## src/rtl/sc_arith_pkg.sv

```systemverilog
package sc_arith_pkg;

    // One step of the four arithmetic streams
    typedef struct packed {
        logic a;
        logic b;
        logic prod;
        logic sum;
    } sc_bits_t;

    // Number of converters: product and sum
    localparam int unsigned SC_NUM_CONV = 2;
    localparam int unsigned SC_CONV_PROD = 0;
    localparam int unsigned SC_CONV_SUM  = 1;

endpackage

```

## src/rtl/sc_lfsr.sv

```systemverilog
module sc_lfsr #(
    parameter int unsigned W    = 8,
    parameter logic [W-1:0] SEED = 8'h01,
    parameter logic [W-1:0] MASK = 8'hB8
) (
    input  logic         clk,
    input  logic         rst_n,
    input  logic         reseed,
    input  logic         advance,
    output logic [W-1:0] state_o
);

    logic [W-1:0] st_d, st_q;
    logic         fb;

    always_comb begin
        fb   = ^(st_q & MASK);
        st_d = st_q;
        if (reseed) begin
            st_d = SEED;
        end else if (advance) begin
            st_d = {st_q[W-2:0], fb};
        end
    end

    always_ff @(posedge clk or negedge rst_n) begin
        if (!rst_n) st_q <= SEED;
        else        st_q <= st_d;
    end

    assign state_o = st_q;

    p_lfsr_nonzero_r2: assert property (@(posedge clk) disable iff (!rst_n)
        st_q != '0)
        else $error("generator state collapsed to zero");

    p_lfsr_hold_r9: assert property (@(posedge clk) disable iff (!rst_n)
        (!reseed && !advance) |=> $stable(st_q))
        else $error("generator moved without a strobe");

    p_lfsr_reseed_r8: assert property (@(posedge clk) disable iff (!rst_n)
        reseed |=> (st_q == SEED))
        else $error("generator not reseeded by start");

endmodule

```

## src/rtl/sc_stream_gen.sv

```systemverilog
module sc_stream_gen #(
    parameter int unsigned W    = 8,
    parameter logic [W-1:0] SEED = 8'h01,
    parameter logic [W-1:0] MASK = 8'hB8
) (
    input  logic         clk,
    input  logic         rst_n,
    input  logic         reseed,
    input  logic         advance,
    input  logic [W-1:0] value,
    output logic         bit_o
);

    logic [W-1:0] rnd;

    sc_lfsr #(
        .W    (W),
        .SEED (SEED),
        .MASK (MASK)
    ) u_lfsr (
        .clk     (clk),
        .rst_n   (rst_n),
        .reseed  (reseed),
        .advance (advance),
        .state_o (rnd)
    );

    always_comb begin
        bit_o = (value > rnd);
    end

    p_zero_silent_r3: assert property (@(posedge clk) disable iff (!rst_n)
        (value == '0) |-> !bit_o)
        else $error("zero operand produced a one");

endmodule

```

## src/rtl/sc_window_counter.sv

```systemverilog
module sc_window_counter #(
    parameter int unsigned KMAX = 10,
    parameter int unsigned KW   = $clog2(KMAX + 1)
) (
    input  logic            clk,
    input  logic            rst_n,
    input  logic            start,
    input  logic [KW-1:0]   k_in,
    input  logic            strobe,
    input  logic            bit_in,
    output logic [KMAX-1:0] ones_o,
    output logic [KMAX-1:0] pos_o,
    output logic [KMAX:0]   count_o,
    output logic            count_valid_o
);

    typedef struct packed {
        logic [KW-1:0]   k;
        logic [KMAX-1:0] pos;
        logic [KMAX-1:0] ones;
        logic [KMAX:0]   count;
        logic            cvld;
    } win_state_t;

    win_state_t d, q;

    logic [KW-1:0]   k_clamped;
    logic [KMAX:0]   win_len;
    logic [KMAX-1:0] win_last;

    always_comb begin
        k_clamped = (k_in > KW'(KMAX)) ? KW'(KMAX) : k_in;
        win_len   = {{KMAX{1'b0}}, 1'b1} << q.k;
        win_last  = KMAX'(win_len - 1'b1);

        d      = q;
        d.cvld = 1'b0;
        if (start) begin
            d.k    = k_clamped;
            d.pos  = '0;
            d.ones = '0;
        end else if (strobe) begin
            if (q.pos == win_last) begin
                d.count = {1'b0, q.ones} + (KMAX + 1)'(bit_in);
                d.cvld  = 1'b1;
                d.pos   = '0;
                d.ones  = '0;
            end else begin
                d.pos  = q.pos + 1'b1;
                d.ones = q.ones + KMAX'(bit_in);
            end
        end
    end

    always_ff @(posedge clk or negedge rst_n) begin
        if (!rst_n) q <= '0;
        else        q <= d;
    end

    assign ones_o        = q.ones;
    assign pos_o         = q.pos;
    assign count_o       = q.count;
    assign count_valid_o = q.cvld;

    p_pos_in_window_r6: assert property (@(posedge clk) disable iff (!rst_n)
        q.pos <= win_last)
        else $error("window position beyond window length");

    p_no_overflow_r6: assert property (@(posedge clk) disable iff (!rst_n)
        q.cvld |-> (q.count <= win_len))
        else $error("latched count exceeds window length");

    p_partial_bound_r7: assert property (@(posedge clk) disable iff (!rst_n)
        q.ones <= q.pos)
        else $error("running ones exceed bits seen");

    p_start_clears_r8: assert property (@(posedge clk) disable iff (!rst_n)
        start |=> (q.pos == '0 && q.ones == '0 && !q.cvld))
        else $error("start did not clear the window");

endmodule

```

## src/rtl/sc_arith_unit.sv

```systemverilog
module sc_arith_unit
    import sc_arith_pkg::*;
#(
    parameter int unsigned  W      = 8,
    parameter int unsigned  KMAX   = 10,
    parameter int unsigned  KW     = $clog2(KMAX + 1),
    parameter logic [W-1:0] SEED_A = 8'h01,
    parameter logic [W-1:0] SEED_B = 8'h5A,
    parameter logic [W-1:0] MASK_A = 8'hB8,
    parameter logic [W-1:0] MASK_B = 8'hB4
) (
    input  logic            clk,
    input  logic            rst_n,
    input  logic            start,
    input  logic            bit_valid,
    input  logic [W-1:0]    val_a,
    input  logic [W-1:0]    val_b,
    input  logic [KW-1:0]   win_log2,
    output logic            stream_valid,
    output logic            bit_a,
    output logic            bit_b,
    output logic            bit_prod,
    output logic            bit_sum,
    output logic [KMAX-1:0] bits_seen,
    output logic [KMAX-1:0] prod_partial,
    output logic [KMAX-1:0] sum_partial,
    output logic [KMAX:0]   prod_count,
    output logic [KMAX:0]   sum_count,
    output logic            count_valid
);

    typedef struct packed {
        sc_bits_t bits;
        logic     vld;
    } out_state_t;

    out_state_t out_d, out_q;

    logic     accept;
    sc_bits_t now;

    logic [SC_NUM_CONV-1:0]           conv_bit;
    logic [SC_NUM_CONV-1:0][KMAX-1:0] conv_ones;
    logic [SC_NUM_CONV-1:0][KMAX-1:0] conv_pos;
    logic [SC_NUM_CONV-1:0][KMAX:0]   conv_count;
    logic [SC_NUM_CONV-1:0]           conv_cvld;

    assign accept = bit_valid & ~start;

    sc_stream_gen #(
        .W    (W),
        .SEED (SEED_A),
        .MASK (MASK_A)
    ) u_gen_a (
        .clk     (clk),
        .rst_n   (rst_n),
        .reseed  (start),
        .advance (accept),
        .value   (val_a),
        .bit_o   (now.a)
    );

    sc_stream_gen #(
        .W    (W),
        .SEED (SEED_B),
        .MASK (MASK_B)
    ) u_gen_b (
        .clk     (clk),
        .rst_n   (rst_n),
        .reseed  (start),
        .advance (accept),
        .value   (val_b),
        .bit_o   (now.b)
    );

    always_comb begin
        now.prod = now.a & now.b;
        now.sum  = now.a | now.b;
        conv_bit[SC_CONV_PROD] = now.prod;
        conv_bit[SC_CONV_SUM]  = now.sum;
    end

    for (genvar g = 0; g < SC_NUM_CONV; g++) begin : g_conv
        sc_window_counter #(
            .KMAX (KMAX),
            .KW   (KW)
        ) u_cnt (
            .clk           (clk),
            .rst_n         (rst_n),
            .start         (start),
            .k_in          (win_log2),
            .strobe        (accept),
            .bit_in        (conv_bit[g]),
            .ones_o        (conv_ones[g]),
            .pos_o         (conv_pos[g]),
            .count_o       (conv_count[g]),
            .count_valid_o (conv_cvld[g])
        );
    end

    always_comb begin
        out_d     = out_q;
        out_d.vld = accept;
        if (accept) begin
            out_d.bits = now;
        end
    end

    always_ff @(posedge clk or negedge rst_n) begin
        if (!rst_n) out_q <= '0;
        else        out_q <= out_d;
    end

    assign stream_valid = out_q.vld;
    assign bit_a        = out_q.bits.a;
    assign bit_b        = out_q.bits.b;
    assign bit_prod     = out_q.bits.prod;
    assign bit_sum      = out_q.bits.sum;
    assign bits_seen    = conv_pos[SC_CONV_PROD];
    assign prod_partial = conv_ones[SC_CONV_PROD];
    assign sum_partial  = conv_ones[SC_CONV_SUM];
    assign prod_count   = conv_count[SC_CONV_PROD];
    assign sum_count    = conv_count[SC_CONV_SUM];
    assign count_valid  = conv_cvld[SC_CONV_PROD];

    p_prod_within_sum_r4: assert property (@(posedge clk) disable iff (!rst_n)
        stream_valid |-> (!bit_prod || bit_sum))
        else $error("product bit set while sum bit clear");

    p_count_order_r4: assert property (@(posedge clk) disable iff (!rst_n)
        count_valid |-> (prod_count <= sum_count))
        else $error("product count above sum count");

    p_windows_aligned_r6: assert property (@(posedge clk) disable iff (!rst_n)
        (conv_pos[SC_CONV_PROD] == conv_pos[SC_CONV_SUM]) &&
        (conv_cvld[SC_CONV_PROD] == conv_cvld[SC_CONV_SUM]))
        else $error("converters out of step");

    p_start_discards_r8: assert property (@(posedge clk) disable iff (!rst_n)
        start |=> (!stream_valid && bits_seen == '0))
        else $error("strobe accepted alongside start");

    p_idle_quiet_r9: assert property (@(posedge clk) disable iff (!rst_n)
        !bit_valid |=> (!stream_valid && !count_valid))
        else $error("outputs flagged fresh without a strobe");

endmodule

```

## config.mk

```make
export PLATFORM = sky130hd
export DESIGN_NAME = sc_arith_unit
export DESIGN_NICKNAME = d
export VERILOG_FILES = /design/src/rtl/sc_arith_pkg.sv /design/src/rtl/sc_lfsr.sv /design/src/rtl/sc_stream_gen.sv /design/src/rtl/sc_window_counter.sv /design/src/rtl/sc_arith_unit.sv
export SDC_FILE = /design/constraint.sdc
export NUM_CORES = 1
export LEC_CHECK = 0
export CAP_MARGIN = 10
export CORE_MARGIN = 2
export CORE_UTILIZATION = 59
export DETAILED_ROUTE_END_ITERATION = 7
export HOLD_SLACK_MARGIN = 0.05
export PLACE_DENSITY = 0.94
export SLEW_MARGIN = 10
export SYNTH_ARGS = -nofsm -noshare
export SYNTH_HDL_FRONTEND = slang
export SYNTH_SLANG_ARGS = --single-unit
```

## constraint.sdc

```tcl
create_clock -name clk -period 4.83 [get_ports clk]
set_input_delay 0.966 -clock clk [delete_from_list [all_inputs] [get_ports clk]]
set_output_delay 0.966 -clock clk [all_outputs]
set_load 0.02 [all_outputs]
```

# [Word-level counts from Yosys, hierarchy flattened]
# Index checks and enable logic that the tools add are counted.
[word_totals] regBits=88 output_inout_bits=58 elab_cells=51
[classes] n_addsub=7 magnitude_cmp=3 n_eq_ne=2 shifts=1 mux=14 n_bitwise=4 n_reduce_logical=5
[ops] cell="$mux 20" n=4
[ops] cell="$mux 32" n=2
[ops] cell="$mux 8" n=4
[ops] cell="$mux 12" n=2
[ops] cell="$add 10x1->11" n=2
[ops] cell="$add 10x1->10" n=2
[ops] cell="$add 10x1->10 const B" n=2
[ops] cell="$eq 10x10->1" n=2
[ops] cell="$gt 8x8->1" n=2
[ops] cell="$reduce_xor 8->1" n=2
[ops] cell="$shl 1x4->10 const A" n=1
[ops] cell="$sub 10x1->10 const B" n=1
[ops] cell="$reduce_and 3->1" n=2
[ops] cell="$gt 4x4->1 const B" n=1
[ops] cell="$mux 4" n=1
[ops] cell="$and 1x1->1" n=2
[ops] cell="$reduce_bool 2->1" n=1
[ops] cell="$mux 1" n=1
[ops] cell="$not 1->1" n=1
[ops] cell="$or 1x1->1" n=1

# [Logic depth before layout (Yosys ltp)]
# Gate-level depths: netlist (run 1).
[depth] ltp_word=6 depth_mapped=16

# [Cells and area by module]
# From an unflattened synthesis (run 1), not the netlist that was laid out.
[hier_totals] hier_cells=628 area_unflattened_um2=6266.0
[modules_own_cells] module="sc_window_counter (g_conv[0].u_cnt)" n_inst=1 cells_per_inst=261 area_each_um2=2458.6
[modules_own_cells] module="sc_window_counter (g_conv[1].u_cnt)" n_inst=1 cells_per_inst=241 area_each_um2=2441.1
[modules_own_cells] module="sc_stream_gen" n_inst=2 cells_per_inst=27 area_each_um2=216.5
[modules_own_cells] module="sc_lfsr (u_gen_b.u_lfsr)" n_inst=1 cells_per_inst=29 area_each_um2=362.8
[modules_own_cells] module="sc_lfsr (u_gen_a.u_lfsr)" n_inst=1 cells_per_inst=30 area_each_um2=347.8
[modules_own_cells] module="sc_arith_unit" n_inst=1 cells_per_inst=13 area_each_um2=222.7

# [Worst setup path before layout (run 1)]
# Ideal clock, no wire load.
[synth_path] path_type="input to register" from="in val_b[5]" to="reg g_conv[0].u_cnt.q (netlist bit g_conv[0].u_cnt.count_o[8])" setup_time_ns=0.125 t_arrival_ns=3.259 path_slack_ns=1.446 stages=14 n_path_buf=0 path_cell_list="ha_1 a21o_1 a21oi_1 nor2b_1 o22ai_1 o31a_1 nor2_1 ha_1 ha_1 and3_1 and3_1 nand3_1 xnor2_1 mux2_2"
[synth_via] elab_chain_cells=3
[synth_lines] item="start, declared" line="sc_arith_unit.sv:17" text="input logic [W-1:0] val_b,"
[synth_lines] item="$gt 8x8->1" line="sc_stream_gen.sv:29" text="bit_o = (value > rnd);"
[synth_lines] item="$and 1x1->1" line="sc_arith_unit.sv:77" text="now.prod = now.a & now.b;"
[synth_lines] item="net g_conv[0].u_cnt.bit_in" line="sc_window_counter.sv:10" text="input logic bit_in,"
[synth_lines] item="$add 10x1->11" line="sc_window_counter.sv:44" text="d.count = {1'b0, q.ones} + (KMAX + 1)'(bit_in);"
[synth_lines] item="end signal, assigned" line="sc_window_counter.sv:56" text="if (!rst_n) q <= '0;"
[synth_lines] item="end signal, assigned" line="sc_window_counter.sv:57" text="else q <= d;"
[synth_lines] item="end, declared" line="sc_window_counter.sv:25" text="win_state_t d, q;"
# The timed path passes the listed nets, and every way through them passes these cells.
# A chain may end at the register's enable or synchronous reset.

==> results of run 1 <==
-- cell usage after synthesis, types with 2 or more instances --
cell / n
mux2i_1: 12
a211oi_1: 3
dfrtp_1: 83
nor3_1: 4
nand4_1: 4
nand2_1: 33
o21ai_0: 30
nor4_1: 25
nor4b_1: 2
clkbuf_1: 16
nor2b_1: 6
o31ai_1: 3
or2_2: 2
nand2b_1: 3
a21oi_1: 10
nor2_1: 40
nor3_2: 3
o211ai_1: 7
dfstp_2: 5
buf_2: 6
nor4_4: 2
mux2_2: 22
inv_1: 28
ha_1: 23
o22ai_1: 3
o31a_1: 4
xor2_1: 17
xnor2_1: 22
o21a_1: 2
and3_1: 28
buf_6: 3
nand3_1: 36
buf_4: 31
a21o_1: 3
buf_1: 4
o32ai_1: 10
-- per-stage QoR --
step,power (mW),instance area [sq um],cells,utilization [%],hold WS [ns]
after global placement,1.04,5950,690,67.9,0.467
final,1.56,6140,705,70.1,0.515
after global routing,1.63,6140,705,70.1,0.531
after detailed placement,1.06,5950,690,67.9,0.497
after floorplan,0.969,5360,557,-,0.459
after CTS,1.57,6140,705,70.1,0.517
-- per-layer routing --
layer,GRT usage (%),vias to the layer above,share of wire (%),wire (um)
met1,32.5,2097,42,4940
li1,-,2027,-,-
met3,3.79,20,5.7,676
met2,41.2,151,51,5980
met4,8.54,0,1.5,179
met5,0,-,0,0
-- logic make-up (layout without fill, tap and decap cells) --
| kind of cell | after synthesis | count (layout) |
|---|---|---|
| adders and majority gates | 23 | 23 |
| xor gates and xnor gates | 39 | 39 |
| muxes | 35 | 35 |
| and+or+nand+nor | 197 | 197 |
| buffers and inverters | 89 | 129 |
| DFF | 88 | 88 |
| AOI/OAI and AO/OA | 86 | 86 |
-- area by class of cell --
type	count	area (sq um)	area share [%]
inverters	29	109	1.77
clock buffers	10	128	2.08
repair buffers	85	828	13.5
flip-flops and latches	88	2210	35.9
well taps	108	135	2.20
multi-input cells	380	2670	43.5
clock inverters	5	66.3	1.08
-- flip-flops by register name (all words and copies together), names as in the netlist --
| name | count |
|---|---|
| bit_a | 1 |
| bit_b | 1 |
| bit_prod | 1 |
| bit_sum | 1 |
| g_conv.u_cnt.count_o | 22 |
| g_conv.u_cnt.count_valid_o | 1 |
| g_conv.u_cnt.ones_o | 20 |
| g_conv.u_cnt.pos_o | 20 |
| g_conv.u_cnt.q | 4 |
| stream_valid | 1 |
| u_gen_a.u_lfsr.state_o | 8 |
| u_gen_b.u_lfsr.state_o | 8 |
-- path summary, 6_finish.rpt --
check	start	endpoint	cells after the start
max in group asynchronous	rst_n	g_conv[0].u_cnt.q[32]	1
worst max-delay path	g_conv[0].u_cnt.q[35]	g_conv[1].u_cnt.count_o[0]	8
worst max register to register	g_conv[0].u_cnt.q[35]	g_conv[1].u_cnt.count_o[0]	8
min in group asynchronous	rst_n	g_conv[0].u_cnt.pos_o[5]	1
worst min-delay path	g_conv[0].u_cnt.count_o[2]	g_conv[0].u_cnt.count_o[2]	1
worst min register to register	g_conv[0].u_cnt.count_o[2]	g_conv[0].u_cnt.count_o[2]	1
-- power by group through the flow --
stage	Clock (mW)	Sequential, mW	Combinational [mW]
6_report	0.515	0.796	0.254
5_1_grt	0.553	0.799	0.280
4_1_cts	0.525	0.795	0.254
3_5_place_dp	0	0.808	0.251
3_3_place_gp	0	0.807	0.237
2_1_floorplan	0	0.803	0.165
==> impl_metrics.py, run 1 <==
metrics = {
    "setup_path": {
        "path_buf_inv": 0,
        "critical_path_class": "reg -> reg",
        "crit_path_end_kind": "flip-flop",
        "crit_fanout": 20,
        "crit_arrival_ns": 4.20,
        "crit_chain": "or4_4 > ha_1 > nor3_1 > o211ai_1 > and3_1 > or3_4 > nor4_4 > mux2_2",
        "critPathRequiredTime_ns": 5.08,
        "reg2reg_slack_ns": 0.88,
        "cp_top_family": "simple AND/OR/NAND/NOR gates",
        "cpPeakStageDelay_ns": 0.72,
        "worst_path_max_delay_cell": "nor4_4",
        "startpoint_type": "flip-flop",
    },
    "sta": {
        "fmaxAchievable_mhz": 253,
        "skew_ns": 0.0154,
        "drv_slew": 0,
        "tightestPinTransition_ns": 1.11,
        "max_slew_margin_pct": 26.2,
        "rsz0062_at_grt": "no",
        "hold_violations": 0,
        "setup_viol": 0,
        "fin_crit_sh_pct": 81.9,
        "finalWorstSetupSlack_ns": 0.876,
        "fin_crit_ns": 3.95,
        "tns_ns": 0,
    },
    "global_route": {
        "grt_usage_pct": 24.5,
        "grt_pass1_vias": 4094,
        "grt_overflow": 0,
        "antenna_found_initial": 0,
        "grt_pass1_wl_mm": 19.5,
        "grt_max_degree": 91,
    },
    "power": {
        "pwr-share-comb_pct": 16.2,
        "leakagePower_nw": 2.69,
        "p_int_mw": 1.11,
        "clkPwrFrac_pct": 32.9,
        "ir_drop_uv": 175,
        "seqPwrFrac_pct": 50.9,
        "swShare_pct": 28.8,
        "netSwitchingPower_mw": 0.451,
        "power.density_mw_per_mm2": 255,
    },
    "yosys": {
        "synth_area_leader_cell": "dfrtp_1",
        "postSynthAreaPerCell_sq_um": 9.62,
        "ys_seq_area_share_pct": 41.2,
        "yosysWarnings": 0,
        "synth_top_area_share_pct": 38.8,
        "synth-async-reset-ratio_pct": 100,
        "yosys-top-cells-area": "dfrtp_1 39%, ha_1 5.4%, mux2_2 4.6%",
        "synthCells": 557,
        "synth_xor_area_share_pct": 6.37,
        "syn-cell-area_sq_mm": 0.00536,
        "synth_top_family_by_area": "simple AND/OR/NAND/NOR gates",
        "syn_nets": 604,
        "synthSimpleGateAreaFrac_pct": 20.4,
        "ys_ff_latch": 88,
        "synth_edf_count": 0,
        "ys_types": 58,
        "synth_ff_type": "dfrtp_1",
        "synth_fa_ha_area_share_pct": 5.37,
        "muxShareOfSynthArea_pct": 7.07,
        "synth_compound_area_share_pct": 10.6,
    },
    "cells_and_area": {
        "fill_cells": 620,
        "drive_gt1_share_pct": 10.4,
        "final_cell_mix": "83 x dfrtp_1, 78 x clkdlybuf4s50_1, 40 x nor2_1, 36 x nand3_1, 33 x nand2_1",
        "n_antenna_cell": 0,
        "final_common_cell": "dfrtp_1",
        "syn2layout_area_growth_pct": 14.7,
        "nets": 640,
    },
    "floorplan": {
        "rows": 34,
        "io_pins": 82,
        "core_sq_mm": 0.00876,
        "fp.dieW_um": 99.3,
        "die_y_um": 99.3,
        "die_area_sq_mm": 0.00986,
        "start_util_pct": 61.2,
    },
    "clocking": {
        "clk_latency_ns": 0.37,
        "cts_tree": "done",
        "cts.sinks": 88,
        "cts_root_buf": "clkbuf_8",
        "cts_made_buffers": 9,
        "cts_buffer_depth": 2,
        "hold_buffers": 0,
        "cts_resized": 0,
        "postCtsSetupRepairBufs": 0,
        "clk_pin_slew_worst_paths_ns": 0.09,
        "htreeDepth": 3,
    },
    "min_path": {
        "hold_path.class": "reg -> reg",
    },
    "drt": {
        "drc": 0,
        "ant_nets": 0,
        "dr.first_iter.drc_count": 305,
        "routedWlPerCell_um": 16.7,
        "drt_pass1_iterations": 5,
        "vias_per_cell": 6.09,
        "vias": 4295,
        "finalWirelength_mm": 11.8,
    },
    "status": {
        "status": "complete, no violations",
    },
    "placed_design": {
        "gp_congestion": 0.901,
        "place_hpwl_mm": 8.15,
        "pre_cts_ws_ns": 0.682,
        "io_buffers": 81,
    },
    "run": {
        "drv_cap": 0,
    },
}
Note: power is estimated with default switching activity, not from simulation.
==> inputs of run 2 (changes only) <==
CORE_UTILIZATION = 55   (was 59)
PLACE_DENSITY = 0.89   (was 0.94)
clock period = 3.8 ns   (was 4.83 ns; I/O delays follow)
==> impl_metrics.py, run 2 (synthesis results as in run 1) <==
metrics = {
    "clocking": {
        "postCtsSetupRepairBufs": 0,
        "cts_made_buffers": 9,
        "cts_tree": "done",
        "cts_buffer_depth": 2,
        "cts.sinks": 88,
        "hold_buffers": 0,
        "cts_root_buf": "clkbuf_8",
        "cts_resized": 0,
        "htreeDepth": 3,
        "clk_latency_ns": 0.37,
        "clk_pin_slew_worst_paths_ns": 0.08,
    },
    "sta": {
        "skew_ns": 0.0117,
        "setup_viol": 0,
        "tns_ns": 0,
        "fin_crit_sh_pct": 91.4,
        "fin_crit_ns": 3.47,
        "fmaxAchievable_mhz": 288,
        "max_slew_margin_pct": 28.2,
        "rsz0062_at_grt": "no",
        "tightestPinTransition_ns": 1.08,
        "hold_violations": 0,
        "finalWorstSetupSlack_ns": 0.327,
        "drv_slew": 0,
    },
    "setup_path": {
        "critPathRequiredTime_ns": 4.00,
        "crit_path_end_kind": "flip-flop",
        "crit_arrival_ns": 3.67,
        "critical_path_class": "in -> reg",
        "startpoint_type": "input port",
        "crit_fanout": 5,
    },
    "placed_design": {
        "gp_congestion": 0.806,
        "pre_cts_ws_ns": 0.00675,
        "place_hpwl_mm": 8.15,
        "io_buffers": 81,
    },
    "drt": {
        "vias": 4258,
        "vias_per_cell": 5.78,
        "routedWlPerCell_um": 16.2,
        "drt_pass1_iterations": 5,
        "finalWirelength_mm": 11.9,
        "ant_nets": 0,
        "drc": 0,
        "dr.first_iter.drc_count": 253,
    },
    "global_route": {
        "grt_max_degree": 91,
        "antenna_found_initial": 0,
        "grt_overflow": 0,
        "grt_usage_pct": 23.9,
        "grt_pass1_vias": 4232,
        "grt_pass1_wl_mm": 19.7,
    },
    "floorplan": {
        "fp.dieW_um": 103,
        "die_y_um": 103,
        "io_pins": 82,
        "die_area_sq_mm": 0.0105,
        "rows": 36,
        "start_util_pct": 55.9,
        "core_sq_mm": 0.00959,
    },
    "cells_and_area": {
        "largest_reg_flops": 22,
        "n_antenna_cell": 0,
        "final_common_cell": "dfrtp_1",
        "syn2layout_area_growth_pct": 16.5,
        "final_cell_mix": "83 x dfrtp_1, 78 x clkdlybuf4s50_1, 40 x nor2_1, 36 x nand3_1, 33 x nand2_1",
        "nets": 646,
        "drive_gt1_share_pct": 11.6,
    },
    "run": {
        "drv_cap": 0,
    },
    "power": {
        "leakagePower_nw": 2.74,
        "power.density_mw_per_mm2": 325,
        "ir_drop_uv": 298,
        "power_mw": 2.03,
    },
    "status": {
        "status": "complete, no violations",
    },
    "min_path": {
        "hold_path.class": "reg -> reg",
    },
}
[run 2: final timing paths]
kind / from / to / slack, ns / cells after the start
min: g_conv[0].u_cnt.count_o[1] / g_conv[0].u_cnt.count_o[1] / 0.49 / 1
max reg2reg: g_conv[0].u_cnt.q[32] / g_conv[0].u_cnt.ones_o[8] / 0.34 / 8
min in group asynchronous: rst_n / g_conv[1].u_cnt.count_o[6] / 0.59 / 1
min reg2reg: g_conv[0].u_cnt.count_o[1] / g_conv[0].u_cnt.count_o[1] / 0.49 / 1
max in group asynchronous: rst_n / g_conv[0].u_cnt.ones_o[7] / 2.53 / 1
max: val_b[5] / g_conv[1].u_cnt.ones_o[8] / 0.33 / 15
[run 2: area by class of cell]
cell class | instances | area [sq um]
fillers | 762 | 3350
multi-input cells | 380 | 2670
flip-flops and latches | 88 | 2210
repair buffers | 91 | 873
well taps | 133 | 166
clock buffers | 12 | 165
inverters | 29 | 109
clock inverters | 4 | 51.3
[run 2: layer usage]
metal	share of wire (%)	wire length, um	GRT usage [%]
met3	4.5	537	4.81
met4	2.2	259	10.2
met1	42	5000	29.8
met5	0	0	0
met2	51	6140	40.6
[run 2: critical path: stages]
cell and delay, ns:
clkdlybuf4s50_1 0.41, ha_1 0.32, a21o_1 0.19, a21oi_1 0.15, nor2b_1 0.06, o22ai_1 0.14, o31a_1 0.24, nand2_1 0.08
ha_1 0.20, ha_1 0.23, and3_1 0.22, and3_1 0.26, nand3_1 0.11, xor2_1 0.20, o32ai_1 0.10
[run 2: per-stage QoR]
| stage | area, sq um | cells | utilization, % | hold slack, ns |
|---|---|---|---|---|
| 5_1_grt | 6240 | 737 | 65.1 | 0.503 |
| 2_1_floorplan | 5360 | 557 | - | 0.459 |
| 3_5_place_dp | 6030 | 721 | 62.8 | 0.476 |
| 6_report | 6240 | 737 | 65.1 | 0.488 |
| 4_1_cts | 6240 | 737 | 65.1 | 0.495 |
| 3_3_place_gp | 6030 | 721 | 62.8 | 0.471 |
[run 2: power by group]
group / internal (mW) / switching (mW) / total, mW
combinational: 0.140 / 0.188 / 0.328
sequential: 0.969 / 0.0375 / 1.01
clock: 0.358 / 0.335 / 0.693
==> inputs of run 3 (changes only) <==
SETUP_SLACK_MARGIN = 0.3   (was not set)
SLEW_MARGIN = 25   (was 10)
==> impl_metrics.py, run 3 (synthesis results as in run 1) <==
metrics = {
    "setup_path": {
        "crit_chain": "clkdlybuf4s50_1 > ha_1 > a21o_1 > a21oi_1 > nor2b_1 > o22ai_1 > o31a_1 > nand2_1 > ha_1 > ha_2 > and3_2 > and3_4 > nand3_1 > xor2_1 > o32ai_1",
        "cpPeakStageDelay_ns": 0.41,
        "startpoint_type": "input port",
        "crit_path_end_kind": "flip-flop",
        "crit_fanout": 5,
        "crit_path_frequent_cell": "ha_1",
        "critical_path_class": "in -> reg",
        "critPathRequiredTime_ns": 4.00,
        "crit_arrival_ns": 3.57,
        "worst_path_max_delay_cell": "clkdlybuf4s50_1",
    },
    "floorplan": {
        "core_sq_mm": 0.00959,
        "rows": 36,
        "io_pins": 82,
        "die_area_sq_mm": 0.0105,
        "die_y_um": 103,
        "start_util_pct": 55.9,
        "fp.dieW_um": 103,
    },
    "sta": {
        "drv_slew": 0,
        "max_slew_margin_pct": 37.5,
        "rsz0062_at_grt": "no",
        "setup_viol": 0,
        "fin_crit_ns": 3.37,
        "hold_violations": 0,
        "fmaxAchievable_mhz": 297,
        "fin_crit_sh_pct": 88.6,
        "tightestPinTransition_ns": 0.938,
        "skew_ns": 0.00865,
        "tns_ns": 0,
    },
    "cells_and_area": {
        "final_util_pct": 66.0,
        "final_cell_mix": "82 x dfrtp_1, 78 x clkdlybuf4s50_1, 38 x nor2_1, 35 x nand3_1, 32 x nand2_1",
        "nets": 648,
        "stdcell_area_sq_mm": 0.00634,
        "n_antenna_cell": 0,
        "drive_gt1_share_pct": 14.7,
        "register_area_sq_mm": 0.00221,
        "syn2layout_area_growth_pct": 18.2,
        "largest_reg_flops": 22,
        "fill_cells": 742,
        "final_common_cell": "dfrtp_1",
        "finalNonFillerCells": 739,
        "multiInputGateArea_sq_mm": 0.00274,
    },
    "drt": {
        "vias": 4337,
        "vias_per_cell": 5.87,
        "drc": 0,
        "dr.first_iter.drc_count": 264,
        "finalWirelength_mm": 12.2,
        "ant_nets": 0,
        "drt_pass1_iterations": 4,
        "routedWlPerCell_um": 16.5,
    },
    "power": {
        "leakagePower_nw": 2.76,
        "power.density_mw_per_mm2": 323,
        "ir_drop_uv": 297,
    },
    "clocking": {
        "clk_pin_slew_worst_paths_ns": 0.08,
        "cts_root_buf": "clkbuf_8",
        "cts_tree": "done",
        "clk_latency_ns": 0.37,
        "hold_buffers": 0,
        "cts_made_buffers": 9,
        "cts_buffer_depth": 2,
        "cts.sinks": 88,
        "htreeDepth": 3,
    },
    "global_route": {
        "grt_usage_pct": 23.9,
        "grt_max_degree": 91,
        "antenna_found_initial": 0,
        "grt_overflow": 0,
        "grt_pass1_wl_mm": 19.7,
        "grt_pass1_vias": 4234,
    },
    "status": {
        "status": "complete, no violations",
    },
    "placed_design": {
        "dpl.cell_count": 721,
        "gp_congestion": 0.806,
        "postPlaceCellArea_sq_mm": 0.00603,
        "place_hpwl_mm": 8.15,
        "io_buffers": 81,
    },
    "run": {
        "drv_cap": 0,
    },
    "min_path": {
        "hold_path.class": "in -> async",
    },
}
run 3: cell types whose count changed in the layout (fill, tap and decap cells not counted), moves of 2 or more:
cell / change
xnor2_2: +2
and3_4: +3
ha_1: -3
nor2_1: -2
ha_2: +3
nor2_2: +2
and3_1: -4
xnor2_1: -2
run 3: worst paths after layout:
| check | cells after the start | from | endpoint | slack [ns] |
|---|---|---|---|---|
| max reg2reg | 9 | g_conv[0].u_cnt.q[32] | g_conv[1].u_cnt.count_o[2] | 0.44 |
| max in group asynchronous | 1 | rst_n | g_conv[0].u_cnt.q[33] | 2.79 |
| max | 15 | val_b[5] | g_conv[1].u_cnt.ones_o[8] | 0.43 |
| min in group clk | 1 | g_conv[0].u_cnt.count_o[1] | g_conv[0].u_cnt.count_o[1] | 0.49 |
| min reg2reg | 1 | g_conv[0].u_cnt.count_o[1] | g_conv[0].u_cnt.count_o[1] | 0.49 |
| min | 1 | rst_n | g_conv[1].u_cnt.count_o[7] | 0.44 |
run 3: layout make-up:
type,instances,area share [%]
Clock buffer,12,2.61
Inverter,29,1.72
Tap cell,133,2.63
Clock inverter,4,0.810
Sequential cell,88,34.9
Multi-Input combinational cell,380,43.3
Timing Repair Buffer,93,14.1
run 3: worst max-delay path: cells and delay by family:
| kind | cells | cell delay (ns) |
|---|---|---|
| xor gates and xnor gates | 1 | 0.20 |
| buffers and inverters | 1 | 0.41 |
| adders and majority gates | 3 | 0.73 |
| AOI/OAI and AO/OA | 5 | 0.81 |
| and+or+nand+nor | 5 | 0.65 |
run 3: report_power, final:
part	switching [mW]	leakage, nW	internal (mW)
combinational	0.197	1.48	0.149
sequential	0.0389	1.18	0.969
clock	0.333	0.109	0.358
total	0.569	2.76	1.48
run 3: per-layer routing:
metal	global-route usage (%)	vias up	part of all wire, %
met5	0	-	0
met2	40.6	141	51
met1	29.7	2122	41
li1	-	2054	-
met4	10.2	0	1.9
met3	4.81	20	5.8
run 3: through the flow:
| step | total power, mW | worst slack (ns) | hold slack (ns) |
|---|---|---|---|
| 6_report | 2.04 | 0.432 | 0.443 |
| 5_1_grt | 2.13 | 0.284 | 0.503 |
| 4_1_cts | 2.04 | 0.371 | 0.489 |
| 3_5_place_dp | 1.35 | 0.00675 | 0.476 |
| 3_3_place_gp | 1.33 | 0.0817 | 0.471 |
| 2_1_floorplan | 1.23 | 0.622 | 0.459 |
run 3: what timing repair did:
item,4_1_cts,5_1_grt
hold endpoints to repair,0,0
resized for setup,0,22
setup buffers,0,2
setup endpoints to repair,0,45
